**src/rtl/twi_wr_pkg.sv**
```systemverilog
package twi_wr_pkg;

  typedef enum logic [1:0] {
    PH_IDLE = 2'd0,
    PH_DEV  = 2'd1,
    PH_WORD = 2'd2,
    PH_DATA = 2'd3
  } phase_e;

endpackage

```
**src/rtl/twi_line_sync.sv**
```systemverilog
// Brings both bus lines into the clock domain and reports bus events.
module twi_line_sync #(
  parameter int STAGES = 2
) (
  input  logic clk,
  input  logic rst_n,
  input  logic scl_i,
  input  logic sda_i,
  output logic scl_rise,
  output logic scl_fall,
  output logic ev_start,
  output logic ev_stop
);
  localparam int LINES = 2;
  localparam int IDX_SCL = 0;
  localparam int IDX_SDA = 1;

  logic [LINES-1:0] raw;
  logic [LINES-1:0] now;
  logic [LINES-1:0] prev;

  assign raw = {sda_i, scl_i};

  for (genvar g = 0; g < LINES; g++) begin : g_line
    logic [STAGES-1:0] chain;
    always_ff @(posedge clk or negedge rst_n) begin
      if (!rst_n) chain <= '1;
      else        chain <= {chain[STAGES-2:0], raw[g]};
    end
    assign now[g] = chain[STAGES-1];
  end

  always_ff @(posedge clk or negedge rst_n) begin
    if (!rst_n) prev <= '1;
    else        prev <= now;
  end

  assign scl_rise = now[IDX_SCL] & ~prev[IDX_SCL];
  assign scl_fall = ~now[IDX_SCL] & prev[IDX_SCL];
  assign ev_start = now[IDX_SCL] & prev[IDX_SCL] & prev[IDX_SDA] & ~now[IDX_SDA];
  assign ev_stop  = now[IDX_SCL] & prev[IDX_SCL] & ~prev[IDX_SDA] & now[IDX_SDA];
endmodule

```
**src/rtl/twi_bit_shifter.sv**
```systemverilog
// MSB-first deserialiser with a bit counter that saturates at W.
module twi_bit_shifter #(
  parameter int W = 8
) (
  input  logic         clk,
  input  logic         rst_n,
  input  logic         clr,
  input  logic         shift_en,
  input  logic         bit_i,
  output logic [W-1:0] value,
  output logic         full
);
  localparam int CW = $clog2(W + 1);

  logic [CW-1:0] cnt;

  assign full = (cnt == CW'(W));

  always_ff @(posedge clk or negedge rst_n) begin
    if (!rst_n) begin
      cnt   <= '0;
      value <= '0;
    end else if (clr) begin
      cnt <= '0;
    end else if (shift_en && !full) begin
      value <= {value[W-2:0], bit_i};
      cnt   <= cnt + CW'(1);
    end
  end
endmodule

```
**src/rtl/twi_wr_ctrl.sv**
```systemverilog
// Transaction sequencer: phase tracking, acknowledge decision and strobes.
module twi_wr_ctrl
  import twi_wr_pkg::*;
#(
  parameter int W = 8,
  localparam int ID_W = W - 1
) (
  input  logic            clk,
  input  logic            rst_n,
  input  logic            scl_rise,
  input  logic            scl_fall,
  input  logic            ev_start,
  input  logic            ev_stop,
  input  logic            busy_i,
  input  logic [ID_W-1:0] dev_id_i,
  input  logic [W-1:0]    byte_val,
  input  logic            byte_full,
  output logic            shift_en,
  output logic            shift_clr,
  output logic            byte_done,
  output phase_e          phase,
  output logic            ack_q,
  output logic [W-1:0]    word_addr,
  output logic            addr_load,
  output logic [W-1:0]    data_byte,
  output logic            data_stb,
  output logic            commit
);
  logic got_data;

  function automatic logic id_match(input logic [W-1:0] b, input logic [ID_W-1:0] id);
    return b[W-1:1] == id;
  endfunction

  function automatic logic wants_read(input logic [W-1:0] b);
    return b[0];
  endfunction

  logic in_xfer;
  assign in_xfer   = (phase == PH_WORD) || (phase == PH_DATA);
  assign shift_en  = scl_rise && (phase != PH_IDLE) && !ack_q;
  assign byte_done = scl_fall && byte_full && !ack_q && (phase != PH_IDLE);
  assign shift_clr = ev_start || ev_stop || byte_done || (scl_fall && ack_q);

  always_ff @(posedge clk or negedge rst_n) begin
    if (!rst_n) begin
      phase     <= PH_IDLE;
      ack_q     <= 1'b0;
      got_data  <= 1'b0;
      word_addr <= '0;
      data_byte <= '0;
      addr_load <= 1'b0;
      data_stb  <= 1'b0;
      commit    <= 1'b0;
    end else begin
      addr_load <= 1'b0;
      data_stb  <= 1'b0;
      commit    <= 1'b0;
      if (ev_start) begin
        phase    <= PH_DEV;
        ack_q    <= 1'b0;
        got_data <= 1'b0;
      end else if (ev_stop) begin
        phase    <= PH_IDLE;
        ack_q    <= 1'b0;
        commit   <= got_data && !busy_i;
        got_data <= 1'b0;
      end else if (busy_i && in_xfer) begin
        phase    <= PH_IDLE;
        got_data <= 1'b0;
      end else if (byte_done) begin
        unique case (phase)
          PH_DEV: begin
            if (id_match(byte_val, dev_id_i) && !busy_i) begin
              ack_q <= 1'b1;
              phase <= wants_read(byte_val) ? PH_IDLE : PH_WORD;
            end else begin
              phase <= PH_IDLE;
            end
          end
          PH_WORD: begin
            ack_q     <= 1'b1;
            word_addr <= byte_val;
            addr_load <= 1'b1;
            phase     <= PH_DATA;
          end
          PH_DATA: begin
            ack_q     <= 1'b1;
            data_byte <= byte_val;
            data_stb  <= 1'b1;
            got_data  <= 1'b1;
          end
          default: phase <= PH_IDLE;
        endcase
      end else if (scl_fall && ack_q) begin
        ack_q <= 1'b0;
      end
    end
  end
endmodule

```
**src/rtl/twi_eeprom_wr_frontend.sv**
```systemverilog
module twi_eeprom_wr_frontend
  import twi_wr_pkg::*;
#(
  parameter int BYTE_W      = 8,
  parameter int SYNC_STAGES = 2,
  localparam int ID_W = BYTE_W - 1
) (
  input  logic              clk,
  input  logic              rst_n,
  input  logic              scl_i,
  input  logic              sda_i,
  input  logic              busy_i,
  input  logic [ID_W-1:0]   dev_id_i,
  output logic              sda_oe,
  output logic [BYTE_W-1:0] word_addr_o,
  output logic              addr_load_o,
  output logic [BYTE_W-1:0] data_o,
  output logic              data_strobe_o,
  output logic              commit_o
);
  logic scl_rise, scl_fall, ev_start, ev_stop;
  logic shift_en, shift_clr, byte_done, byte_full;
  logic [BYTE_W-1:0] byte_val;
  phase_e phase;
  logic in_dev_phase;
  logic sda_now;

  // sda sampled through the same synchroniser depth for the shifter
  logic [SYNC_STAGES-1:0] sda_chain;
  always_ff @(posedge clk or negedge rst_n) begin
    if (!rst_n) sda_chain <= '1;
    else        sda_chain <= {sda_chain[SYNC_STAGES-2:0], sda_i};
  end
  assign sda_now = sda_chain[SYNC_STAGES-1];

  twi_line_sync #(.STAGES(SYNC_STAGES)) u_sync (
    .clk(clk), .rst_n(rst_n), .scl_i(scl_i), .sda_i(sda_i),
    .scl_rise(scl_rise), .scl_fall(scl_fall),
    .ev_start(ev_start), .ev_stop(ev_stop)
  );

  twi_bit_shifter #(.W(BYTE_W)) u_shift (
    .clk(clk), .rst_n(rst_n), .clr(shift_clr), .shift_en(shift_en),
    .bit_i(sda_now), .value(byte_val), .full(byte_full)
  );

  twi_wr_ctrl #(.W(BYTE_W)) u_ctrl (
    .clk(clk), .rst_n(rst_n),
    .scl_rise(scl_rise), .scl_fall(scl_fall),
    .ev_start(ev_start), .ev_stop(ev_stop),
    .busy_i(busy_i), .dev_id_i(dev_id_i),
    .byte_val(byte_val), .byte_full(byte_full),
    .shift_en(shift_en), .shift_clr(shift_clr), .byte_done(byte_done),
    .phase(phase), .ack_q(sda_oe),
    .word_addr(word_addr_o), .addr_load(addr_load_o),
    .data_byte(data_o), .data_stb(data_strobe_o),
    .commit(commit_o)
  );

  assign in_dev_phase = (phase == PH_DEV);
endmodule

```
**config.mk**
```make
export PLATFORM = sky130hd
export DESIGN_NAME = twi_eeprom_wr_frontend
export DESIGN_NICKNAME = d
export VERILOG_FILES = /design/src/rtl/twi_wr_pkg.sv /design/src/rtl/twi_line_sync.sv /design/src/rtl/twi_bit_shifter.sv /design/src/rtl/twi_wr_ctrl.sv /design/src/rtl/twi_eeprom_wr_frontend.sv
export SDC_FILE = /design/constraint.sdc
export NUM_CORES = 1
export LEC_CHECK = 0
export ABC_AREA = 0
export BUFFER_PORTS_ARGS = -buffer_cell sky130_fd_sc_hd__buf_2
export CORE_AREA = 2 2 68 70
export DETAILED_ROUTE_END_ITERATION = 7
export DIE_AREA = 0 0 70 72
export PLACE_DENSITY = 0.68
export REMOVE_ABC_BUFFERS = 1
export SYNTH_ARGS = -nofsm -noshare
export SYNTH_HDL_FRONTEND = slang
export SYNTH_SLANG_ARGS = --single-unit
```
**constraint.sdc**
```tcl
create_clock -name clk -period 2.2 [get_ports clk]
set_clock_uncertainty 0.2 [all_clocks]
set_input_delay 0 -clock clk [delete_from_list [all_inputs] [get_ports clk]]
set_output_delay 0 -clock clk [all_outputs]
set_load 0.01 [all_outputs]
```
==> flow_metrics.tcl, run 1 <==
set metrics [dict create \
    status "complete, no violations" \
    internal-power_mw 1.19 \
    drive_above_1_share 0.421 \
    cts_root_buf "clkbuf_8" \
    rr_startpoint "u_shift.cnt[0]" \
    initial_utilization 0.440 \
    required_ns 2.18 \
    layout.nets 201 \
    rsz0062_at_grt "false" \
    dr.pass1.iters 4 \
    fill_cells 350 \
    setup_viol 0 \
    fp-row-count 24 \
    vias_per_cell 4.94 \
    drt_first_iter_violations 28 \
    tightest_slew_ns 0.882 \
    syn_area_um2 1880 \
    ff_latch_area_um2 1030 \
    port_buffers 31 \
    reg2reg_setup_slack_ns 0.16 \
    relSlewSlack 0.412 \
    synth-seq-cells 41 \
    grt_max_degree 42 \
    path_max_fanout 7 \
    antenna_found_initial 0 \
    yosys.cell_types.count 32 \
    netlist_instances 139 \
    io_pins 32 \
    cts.path.max_buffers 2 \
    yosysMostFrequentCell "dfrtp_1" \
    ant_nets 0 \
    hold_path_class "in -> reg" \
    setup_tns_ns 0 \
    grt_pass1_vias 1318 \
    hp-start "dev_id_i[5]" \
    p_seq_frac 0.531 \
    multiInputGateArea_um2 803 \
    end_kind "register" \
    yosys.area.top_type_share 0.466 \
    p_per_area_nw_per_um2 665 \
    hpwl_um 2490 \
    hold_violations 0 \
    avgRoutedWirePerCell_um 14.5 \
    grtUsageTotal 0.154 \
    placed_area_um2 2100 \
    syn_area_per_cell_um2 13.5 \
    yosysSeqAreaShare 0.550 \
    reg2reg_to "u_ctrl.data_byte[0]" \
    leakage_nw 1.21 \
    cp.arrival_ns 2.02 \
    finalInstanceArea_um2 2270 \
    peakVddDrop_uv 544 \
    start_kind "register" \
    overflow 0 \
    hold_end "u_ctrl.ack_q" \
    synth_edf_count 0 \
    r2r_cells 7 \
    p_sw_frac 0.212 \
    hold_depth 5 \
    cts_tree "built" \
    wirelength_um 3420 \
    path_clk_slew_ns 0.07 \
    final_cells 235 \
    synth_top_area_cell "dfrtp_1" \
    combPwrFrac 0.060 \
    clock_power_share 0.408 \
    core_area_um2 4260 \
    slew_viol_final 0 \
    max_freq_ghz 0.490 \
    n_antenna_cell 0 \
    fin_crit_ns 2.04 \
    power_switching_uw 319 \
    insertion_delay_ns 0.29 \
    gp_congestion 0.894 \
    crit_type "reg -> reg" \
    synthTopCellsByCount "dfrtp_1, mux2_2, nand2_1" \
    num_vias 1162 \
    drc 0 \
    ys_warn_count 0 \
    dieArea_um2 5040 \
    placed_cells 223 \
    cts_buffers 5 \
    dieHeight_um 72 \
    fin_crit_sh 0.927 \
    async_flop_share 1.00 \
    final_util 0.531 \
    numClockSinks 41 \
    grt_first_pass_wirelength_um 6110 \
    area.growth.synth_to_final_pct 20.7 \
    power_mw 1.51 \
    cts_htree_levels 2 \
    synth.top_cells.by_area "dfrtp_1, mux2_2, dfstp_2" \
    cap_viol_max_count 0 \
    die_w_um 70 \
    ys.flop_type "dfrtp_1" \
]
layer usage:
| metal | wire length (um) | global-route usage | part of all wire |
|---|---|---|---|
| met1 | 1540 | 0.193 | 0.45 |
| met2 | 1680 | 0.260 | 0.49 |
| met3 | 148 | 0.0431 | 0.043 |
| met4 | 49 | 0.0513 | 0.014 |
| met5 | 0 | 0 | 0 |
per-stage QoR:
| stage | worst slack (ns) | hold WS, ns |
|---|---|---|
| 4_1_cts | 0.0795 | 0.0530 |
| 5_1_grt | 0.0522 | 0.0924 |
| 3_3_place_gp | 0.122 | -0.0954 |
| 3_5_place_dp | 0.0910 | -0.0934 |
| 2_1_floorplan | 0.137 | -0.496 |
| 6_report | 0.160 | 0.0234 |
critical path, stage by stage, from the launching register on:
cell and delay [ns]:
dfrtp_1 0.42, inv_1 0.09, ha_1 0.20, nand3b_4 0.14, nor4_4 0.28, nand3b_2 0.12, buf_4 0.18, mux2_4 0.29
final cells by class:
type                    instances  area share
clock buffers                   7      0.0381
repair buffers                 38      0.0961
inverters                       8      0.0133
flip-flops and latches         41       0.456
clock inverters                 1      0.0133
multi-input cells              88       0.355
well taps                      52      0.0287
logic make-up after synthesis:
family	Yosys count	synth area share
DFF	41	0.550
and+or+nand+nor	33	0.123
muxes	24	0.159
AOI/OAI and AO/OA	14	0.0493
xor gates and xnor gates	10	0.0466
buffers and inverters	10	0.0246
adders and majority gates	7	0.0466
flip-flops by register name, summed over array words and instances (netlist names):
register / flops
sda_chain: 2
u_ctrl.ack_q: 1
u_ctrl.addr_load: 1
u_ctrl.commit: 1
u_ctrl.data_byte: 8
u_ctrl.data_stb: 1
u_ctrl.got_data: 1
u_ctrl.phase: 2
u_ctrl.word_addr: 8
u_shift.cnt: 4
u_shift.value: 8
u_sync.g_line.chain: 2
u_sync.prev: 2
timing repair:
action                     in CTS  in global routing
hold buffers                    4                  0
buffers inserted                0                  0
hold endpoints to repair       40                  0
gates resized for setup         0                  3
setup endpoints to repair       0                 16
power groups by stage:
| stage | logic (mW) | clock network (mW) | registers, mW |
|---|---|---|---|
| floorplan | 0.0497 | 0 | 0.807 |
| global placement | 0.0837 | 0 | 0.813 |
| detailed placement | 0.0860 | 0 | 0.815 |
| CTS | 0.0925 | 0.631 | 0.800 |
| global route | 0.104 | 0.660 | 0.804 |
| finish | 0.0911 | 0.615 | 0.800 |
cell usage in the layout (no fill, tap or decap), drive strengths merged, types with 3 or more instances in the layout:
cell         count
buf             34
dfstp            6
nand2b           3
o21ai            5
nand3            4
dlygate4sd3      4
inv              8
ha               7
nor4             4
clkbuf           7
dfrtp           35
nand2           11
nor2             4
mux2            23
xor2             9
nand3b           3
worst max path at each step:
stage	from	to	slack (ns)	cells past startpoint
2_1_floorplan	u_shift.cnt[0]	u_ctrl.data_byte[0]	0.14	6
3_3_place_gp	u_ctrl.phase[0]	u_ctrl.data_byte[0]	0.12	6
3_5_place_dp	u_shift.cnt[0]	u_ctrl.data_byte[5]	0.09	7
4_1_cts	u_shift.cnt[0]	u_ctrl.data_byte[7]	0.08	7
5_1_grt	u_shift.cnt[0]	u_ctrl.data_byte[0]	0.05	7
6_report	u_shift.cnt[0]	u_ctrl.data_byte[0]	0.16	7
Power figures use the tool's default switching activity.
==> run 2: changes to the inputs <==
CORE_AREA = 2 2 69 71   (was 2 2 68 70)
DIE_AREA = 0 0 71 73   (was 0 0 70 72)
PLACE_DENSITY = 0.67   (was 0.68)
SYNTH_HIERARCHICAL = 1   (was unset)
==> run 2 against run 1 <==
- flip-flop and latch count increased by 2
- combinational power increased by 19%
- clock-buffer cell count unchanged
- sequential share of layout area increased by 1.1 points
- clock power decreased by 16%
- cell area increased by 2.7%
- core utilization decreased by 1.9 points
- hold slack improved by 0.018 ns
- non-clock buffer count increased by 3
- via count increased by 5.9%
- wire length increased by 5.6%
- register-to-register slack got worse by 0.06 ns
- largest cell class unchanged
==> flow_metrics.tcl, run 2 <==
set metrics [dict create \
    tightest_slew_ns 0.926 \
    leakage_nw 1.22 \
    p_per_area_nw_per_um2 630 \
    layout_commonest_cell "dfrtp_1" \
    dieArea_um2 5180 \
    max_stage_delay_ns 0.39 \
    synthTopCellsByCount "dfrtp_1, mux2_2, inv_1" \
    grt.met2_usage 0.226 \
    n_antenna_cell 0 \
    grt_pass1_vias 1183 \
    power_switching_uw 338 \
    io_pins 32 \
    crit_family "simple AND/OR/NAND/NOR gates" \
    cap_viol_max_count 0 \
    path_clk_slew_ns 0.08 \
    max_freq_ghz 0.476 \
    cts_root_buf "clkbuf_8" \
    drt_first_iter_violations 55 \
    p_seq_frac 0.574 \
    antenna_found_initial 0 \
    path_max_fanout 10 \
    synth.top_cells.by_area "dfrtp_1, mux2_2, dfstp_2" \
    synth-seq-cells 43 \
    insertion_delay_ns 0.29 \
    top_usage_layer "met2" \
    grt_max_degree 44 \
    vias_per_cell 5.13 \
    port_buffers 31 \
    initial_utilization 0.422 \
    status "complete, no violations" \
    combPwrFrac 0.074 \
    fin_crit_sh 0.955 \
    gp_congestion 0.865 \
    relSlewSlack 0.383 \
    ys.flop_type "dfrtp_1" \
    end_kind "register" \
    ant_nets 0 \
    synth_edf_count 0 \
    ys_warn_count 6 \
    fill_cells 411 \
    dr.pass1.iters 4 \
    path_cells "inv_1, ha_1, o21a_1, nor3_4, nand3_4, mux2_2" \
    clock_power_share 0.353 \
    layout.nets 203 \
    hold_path_class "in -> reg" \
    hold_depth 5 \
    dieHeight_um 73 \
    grt_util_met3 0.0428 \
    final_util 0.513 \
    slew_viol_final 0 \
    final_cell_mix "dfrtp_1, buf_2, mux2_2" \
    numClockSinks 43 \
    core_area_um2 4540 \
    setup_tns_ns 0 \
    internal-power_mw 1.13 \
    cp.arrival_ns 2.08 \
    drc 0 \
    fp-row-count 25 \
    avgRoutedWirePerCell_um 15.0 \
    hold_violations 0 \
    async_flop_share 1.00 \
    overflow 0 \
    cts_htree_levels 2 \
    slowest_stage "dfrtp_1" \
    crit_buf_inv 1 \
    grt_first_pass_wirelength_um 5740 \
    hpwl_um 2530 \
    p_sw_frac 0.231 \
    num_vias 1231 \
    cts_buffers 5 \
    drive_above_1_share 0.462 \
    use_met1 0.198 \
    yosys.cell_types.count 34 \
    cp.depth 6 \
    grtUsageTotal 0.147 \
    area.growth.synth_to_final_pct 21.6 \
    fin_crit_ns 2.10 \
    crit_type "reg -> reg" \
    peakVddDrop_uv 461 \
    syn_area_per_cell_um2 13.9 \
    syn_area_um2 1910 \
    die_w_um 71 \
    netlist_instances 138 \
    cts_tree "built" \
    yosysMostFrequentCell "dfrtp_1" \
    rsz0062_at_grt "false" \
    start_kind "register" \
    yosysSeqAreaShare 0.568 \
    required_ns 2.18 \
    cts.path.max_buffers 2 \
    wirelength_um 3610 \
    setup_viol 0 \
    yosys.area.top_type_share 0.458 \
    largestRegisters "u_ctrl/data_byte x8, u_ctrl/word_addr x8, u_shift/value x8" \
    synth_top_area_cell "dfrtp_1" \
    r2r_cells 6 \
]
[run 2: power by group through the flow]
| stage | combinational [mW] | clock (mW) | sequential [mW] |
|---|---|---|---|
| floorplan | 0.0544 | 0 | 0.848 |
| global placement | 0.0940 | 0 | 0.853 |
| detailed placement | 0.0970 | 0 | 0.855 |
| CTS | 0.107 | 0.532 | 0.840 |
| global route | 0.120 | 0.561 | 0.844 |
| finish | 0.108 | 0.517 | 0.841 |
[run 2: layout make-up]
type / count / area [um^2] / share of cell area
clock buffers: 7 / 86.3 / 0.0371
clock inverters: 1 / 8.76 / 0.00377
inverters: 10 / 37.5 / 0.0161
multi-input cells: 84 / 792 / 0.341
flip-flops and latches: 43 / 1090 / 0.467
well taps: 54 / 67.6 / 0.0290
repair buffers: 41 / 248 / 0.107
[run 2: cell families (layout without fill, tap and decap cells)]
family / Yosys count / in the layout / synth area share
AOI/OAI and AO/OA: 12 / 12 / 0.0458
xor gates and xnor gates: 8 / 8 / 0.0366
adders and majority gates: 6 / 6 / 0.0392
buffers and inverters: 11 / 59 / 0.0222
DFF: 43 / 43 / 0.568
muxes: 25 / 25 / 0.147
and+or+nand+nor: 33 / 33 / 0.142
[run 2: timing repair]
item                                    CTS  global route
endpoints found under the hold margin    42             0
buffers inserted                          0             1
hold buffers                              7             0
endpoints found under the setup margin    0            15
resized for setup                         0             3
[run 2: routing by layer]
layer	part of all wire	wire length, um
met1	0.47	1710
met2	0.48	1740
met3	0.031	112
met4	0.013	46
met5	0	0
[run 2: worst paths after layout]
kind / start / endpoint / slack, ns
hold / removal: dev_id_i[6] / u_ctrl/ack_q / 0.04
hold reg to reg: u_sync/g_line[0].chain[0] / u_sync/g_line[0].chain[1] / 0.16
min in group asynchronous: rst_n / u_ctrl/data_stb / 0.18
setup reg to reg: u_ctrl/phase[0] / u_ctrl/data_byte[4] / 0.1
setup / recovery: u_ctrl/phase[0] / u_ctrl/data_byte[4] / 0.1
max in group asynchronous: rst_n / u_ctrl/phase[0] / 1.03
[run 2: worst reg2reg max path: cells and delay by family, from the launching register on]
kind            cells  cell delay (ns)
simple gates        2             0.44
flops               1             0.39
mux                 1             0.33
fa+ha+maj           1             0.28
compound gates      1             0.27
buf+inv             1             0.09
[run 2: stage by stage]
step / setup WS, ns / power [mW] / hold slack (ns) / std cells / instance area (um^2)
after global routing: 0.00130 / 1.52 / 0.00321 / 240 / 2330
after global placement: 0.151 / 0.947 / -0.0928 / 224 / 2150
after CTS: 0.0597 / 1.48 / 0.00813 / 239 / 2310
after floorplan: 0.0568 / 0.903 / -0.496 / 137 / 1910
after detailed placement: 0.0855 / 0.952 / -0.0915 / 224 / 2150
final: 0.0994 / 1.47 / 0.0409 / 240 / 2330
==> run 3: changes to the inputs <==
CORE_AREA = 2 2 68 70   (was 2 2 69 71)
DIE_AREA = 0 0 70 72   (was 0 0 71 73)
GPL_TIMING_DRIVEN = 0   (was unset)
PLACE_DENSITY = 0.7   (was 0.67)
SYNTH_HIERARCHICAL = unset   (was 1)
clock period = 1.9 ns   (was 2.2 ns; I/O delays follow)
==> run 3 against run 2 <==
- the flow now finishes with violations (setup timing)
- global-route usage is 2.9 points higher
- sequential share of layout area shrank 3.5 points
- fmax is 10% higher
- flip-flop and latch count decreased by 2
- setup slack worse by 0.11 ns
- sequential power increased by 9.9%
- highest routed layer unchanged
==> flow_metrics.tcl, run 3 (synthesis results as in run 1) <==
set metrics [dict create \
    power_switching_uw 362 \
    ff_latch_area_um2 1030 \
    fin_crit_ns 1.91 \
    setup_tns_ns -0.0218 \
    core_area_um2 4260 \
    hold_violations 0 \
    grt_util_met3 0.0431 \
    fin_crit_sh 1.00 \
    rsz0062_at_grt "true" \
    hold_end "u_ctrl.ack_q" \
    violations "setup timing" \
    top_usage_layer "met2" \
    fill_cells 346 \
    p_per_area_nw_per_um2 661 \
    multiInputGateArea_um2 892 \
    area.growth.synth_to_final_pct 27.4 \
    power_mw 1.58 \
    p_seq_frac 0.584 \
    num_vias 1285 \
    grt.met2_usage 0.303 \
    clock_power_share 0.335 \
    cts_buffers 5 \
    largestRegisters "u_ctrl.data_byte x8, u_ctrl.word_addr x8, u_shift.value x8" \
    internal-power_mw 1.22 \
    path_clk_slew_ns 0.07 \
    leakage_nw 1.32 \
    grt_pass1_vias 1424 \
    setup_viol 5 \
    final_cells 246 \
    drive_above_1_share 0.495 \
    drc 0 \
    grt_first_pass_wirelength_um 6800 \
    r2r_cells 6 \
    insertion_delay_ns 0.29 \
    combPwrFrac 0.081 \
    layout.nets 212 \
    hold_ws_ns 0.0466 \
    slew_viol_final 0 \
    finalInstanceArea_um2 2390 \
    tightest_slew_ns 0.877 \
    overflow 0 \
    io_pins 32 \
    drt_first_iter_violations 35 \
    grt_max_degree 42 \
    wirelength_um 3960 \
    setup_ws_ns -0.00839 \
    reg2reg_to "u_ctrl.data_byte[6]" \
    cap_viol_max_count 0 \
    placed_area_um2 2080 \
    pre_cts_ws_ns -0.416 \
    hold_path_class "in -> reg" \
    path_cells "inv_2, ha_4, nor4_4, buf_6, nand3b_4, mux2_4" \
    fp-row-count 24 \
    start_kind "register" \
    reg2reg_setup_slack_ns -0.008 \
    relSlewSlack 0.415 \
    max_stage_delay_ns 0.42 \
    crit_type "reg -> reg" \
    layout_commonest_cell "dfrtp_1" \
    cp.arrival_ns 1.89 \
    placed_cells 220 \
    final_util 0.561 \
    avgRoutedWirePerCell_um 16.1 \
    final_cell_mix "dfrtp_1, buf_2, mux2_2" \
    end_kind "register" \
    use_met1 0.204 \
    cts_root_buf "clkbuf_8" \
    ant_nets 0 \
    numClockSinks 41 \
    dr.pass1.iters 4 \
    path_max_fanout 5 \
    grtUsageTotal 0.175 \
    antenna_found_initial 0 \
    status "complete, but fails checks" \
    hold_depth 5 \
    gp_congestion 0.772 \
    cts.path.max_buffers 2 \
    port_buffers 31 \
    rr_startpoint "u_ctrl.phase[1]" \
    peakVddDrop_uv 610 \
    dieHeight_um 72 \
    required_ns 1.88 \
    initial_utilization 0.440 \
    cts_htree_levels 2 \
    max_freq_ghz 0.524 \
    n_antenna_cell 0 \
    cts_tree "built" \
    hp-start "dev_id_i[0]" \
    vias_per_cell 5.22 \
    slowest_stage "dfrtp_1" \
    hpwl_um 2590 \
    dieArea_um2 5040 \
    die_w_um 70 \
    p_sw_frac 0.228 \
]
==> run 3: cell types whose count changed in the layout (fill, tap and decap cells not counted), sizes merged, moves of 3 or more <==
cell and delta:
buf +9, nand2 +5, o21ai +4, dlygate4sd3 -3, nand2b +3, nand3b +3
==> run 3: what timing repair did <==
| action | 4_1_cts | 5_1_grt |
|---|---|---|
| cloned | 2 | 0 |
| setup buffers | 9 | 4 |
| gates resized for setup | 12 | 7 |
| endpoints found under the hold margin | 40 | 0 |
| pin swaps | 3 | 4 |
| hold buffers | 4 | 0 |
| endpoints found under the setup margin | 31 | 30 |
==> run 3: worst max path at each step <==
stage	end	cells past startpoint	slack [ns]	from
floorplan	u_ctrl.data_byte[0]	6	-0.16	u_shift.cnt[0]
global placement	u_ctrl.data_byte[4]	6	-0.34	u_shift.cnt[0]
detailed placement	u_ctrl.data_byte[6]	5	-0.42	u_ctrl.phase[0]
CTS	u_ctrl.data_byte[6]	7	-0.05	u_shift.cnt[0]
global route	u_ctrl.data_byte[2]	6	-0.08	u_ctrl.phase[0]
finish	u_ctrl.data_byte[6]	6	-0.008	u_ctrl.phase[1]
==> run 3: critical path, delay by kind of cell, from the launching register on <==
family,cells,cell delay (ns)
buffers and inverters,2,0.27
adder cells (fa/ha/maj),1,0.19
flip-flops,1,0.42
AND/OR/NAND/NOR,2,0.37
multiplexers,1,0.34
==> run 3: power groups by stage <==
stage	clock [mW]	sequential (mW)	combinational, mW
finish	0.530	0.924	0.129
global route	0.583	0.927	0.143
CTS	0.543	0.923	0.124
detailed placement	0	0.942	0.0998
global placement	0	0.940	0.0947
floorplan	0	0.935	0.0576
==> run 3: cell type report <==
cell class	count	area share
inverter	8	0.0125
timing repair buffer	47	0.122
multi-input combinational	90	0.373
clock buffer	8	0.0335
sequential	41	0.432
tap	52	0.0272
==> run 3: per-layer routing <==
metal	up-vias	wire, um	part of all wire
li1	600	-	-
met1	639	1560	0.39
met2	32	2100	0.53
met3	14	169	0.043
met4	0	134	0.034
met5	-	0	0
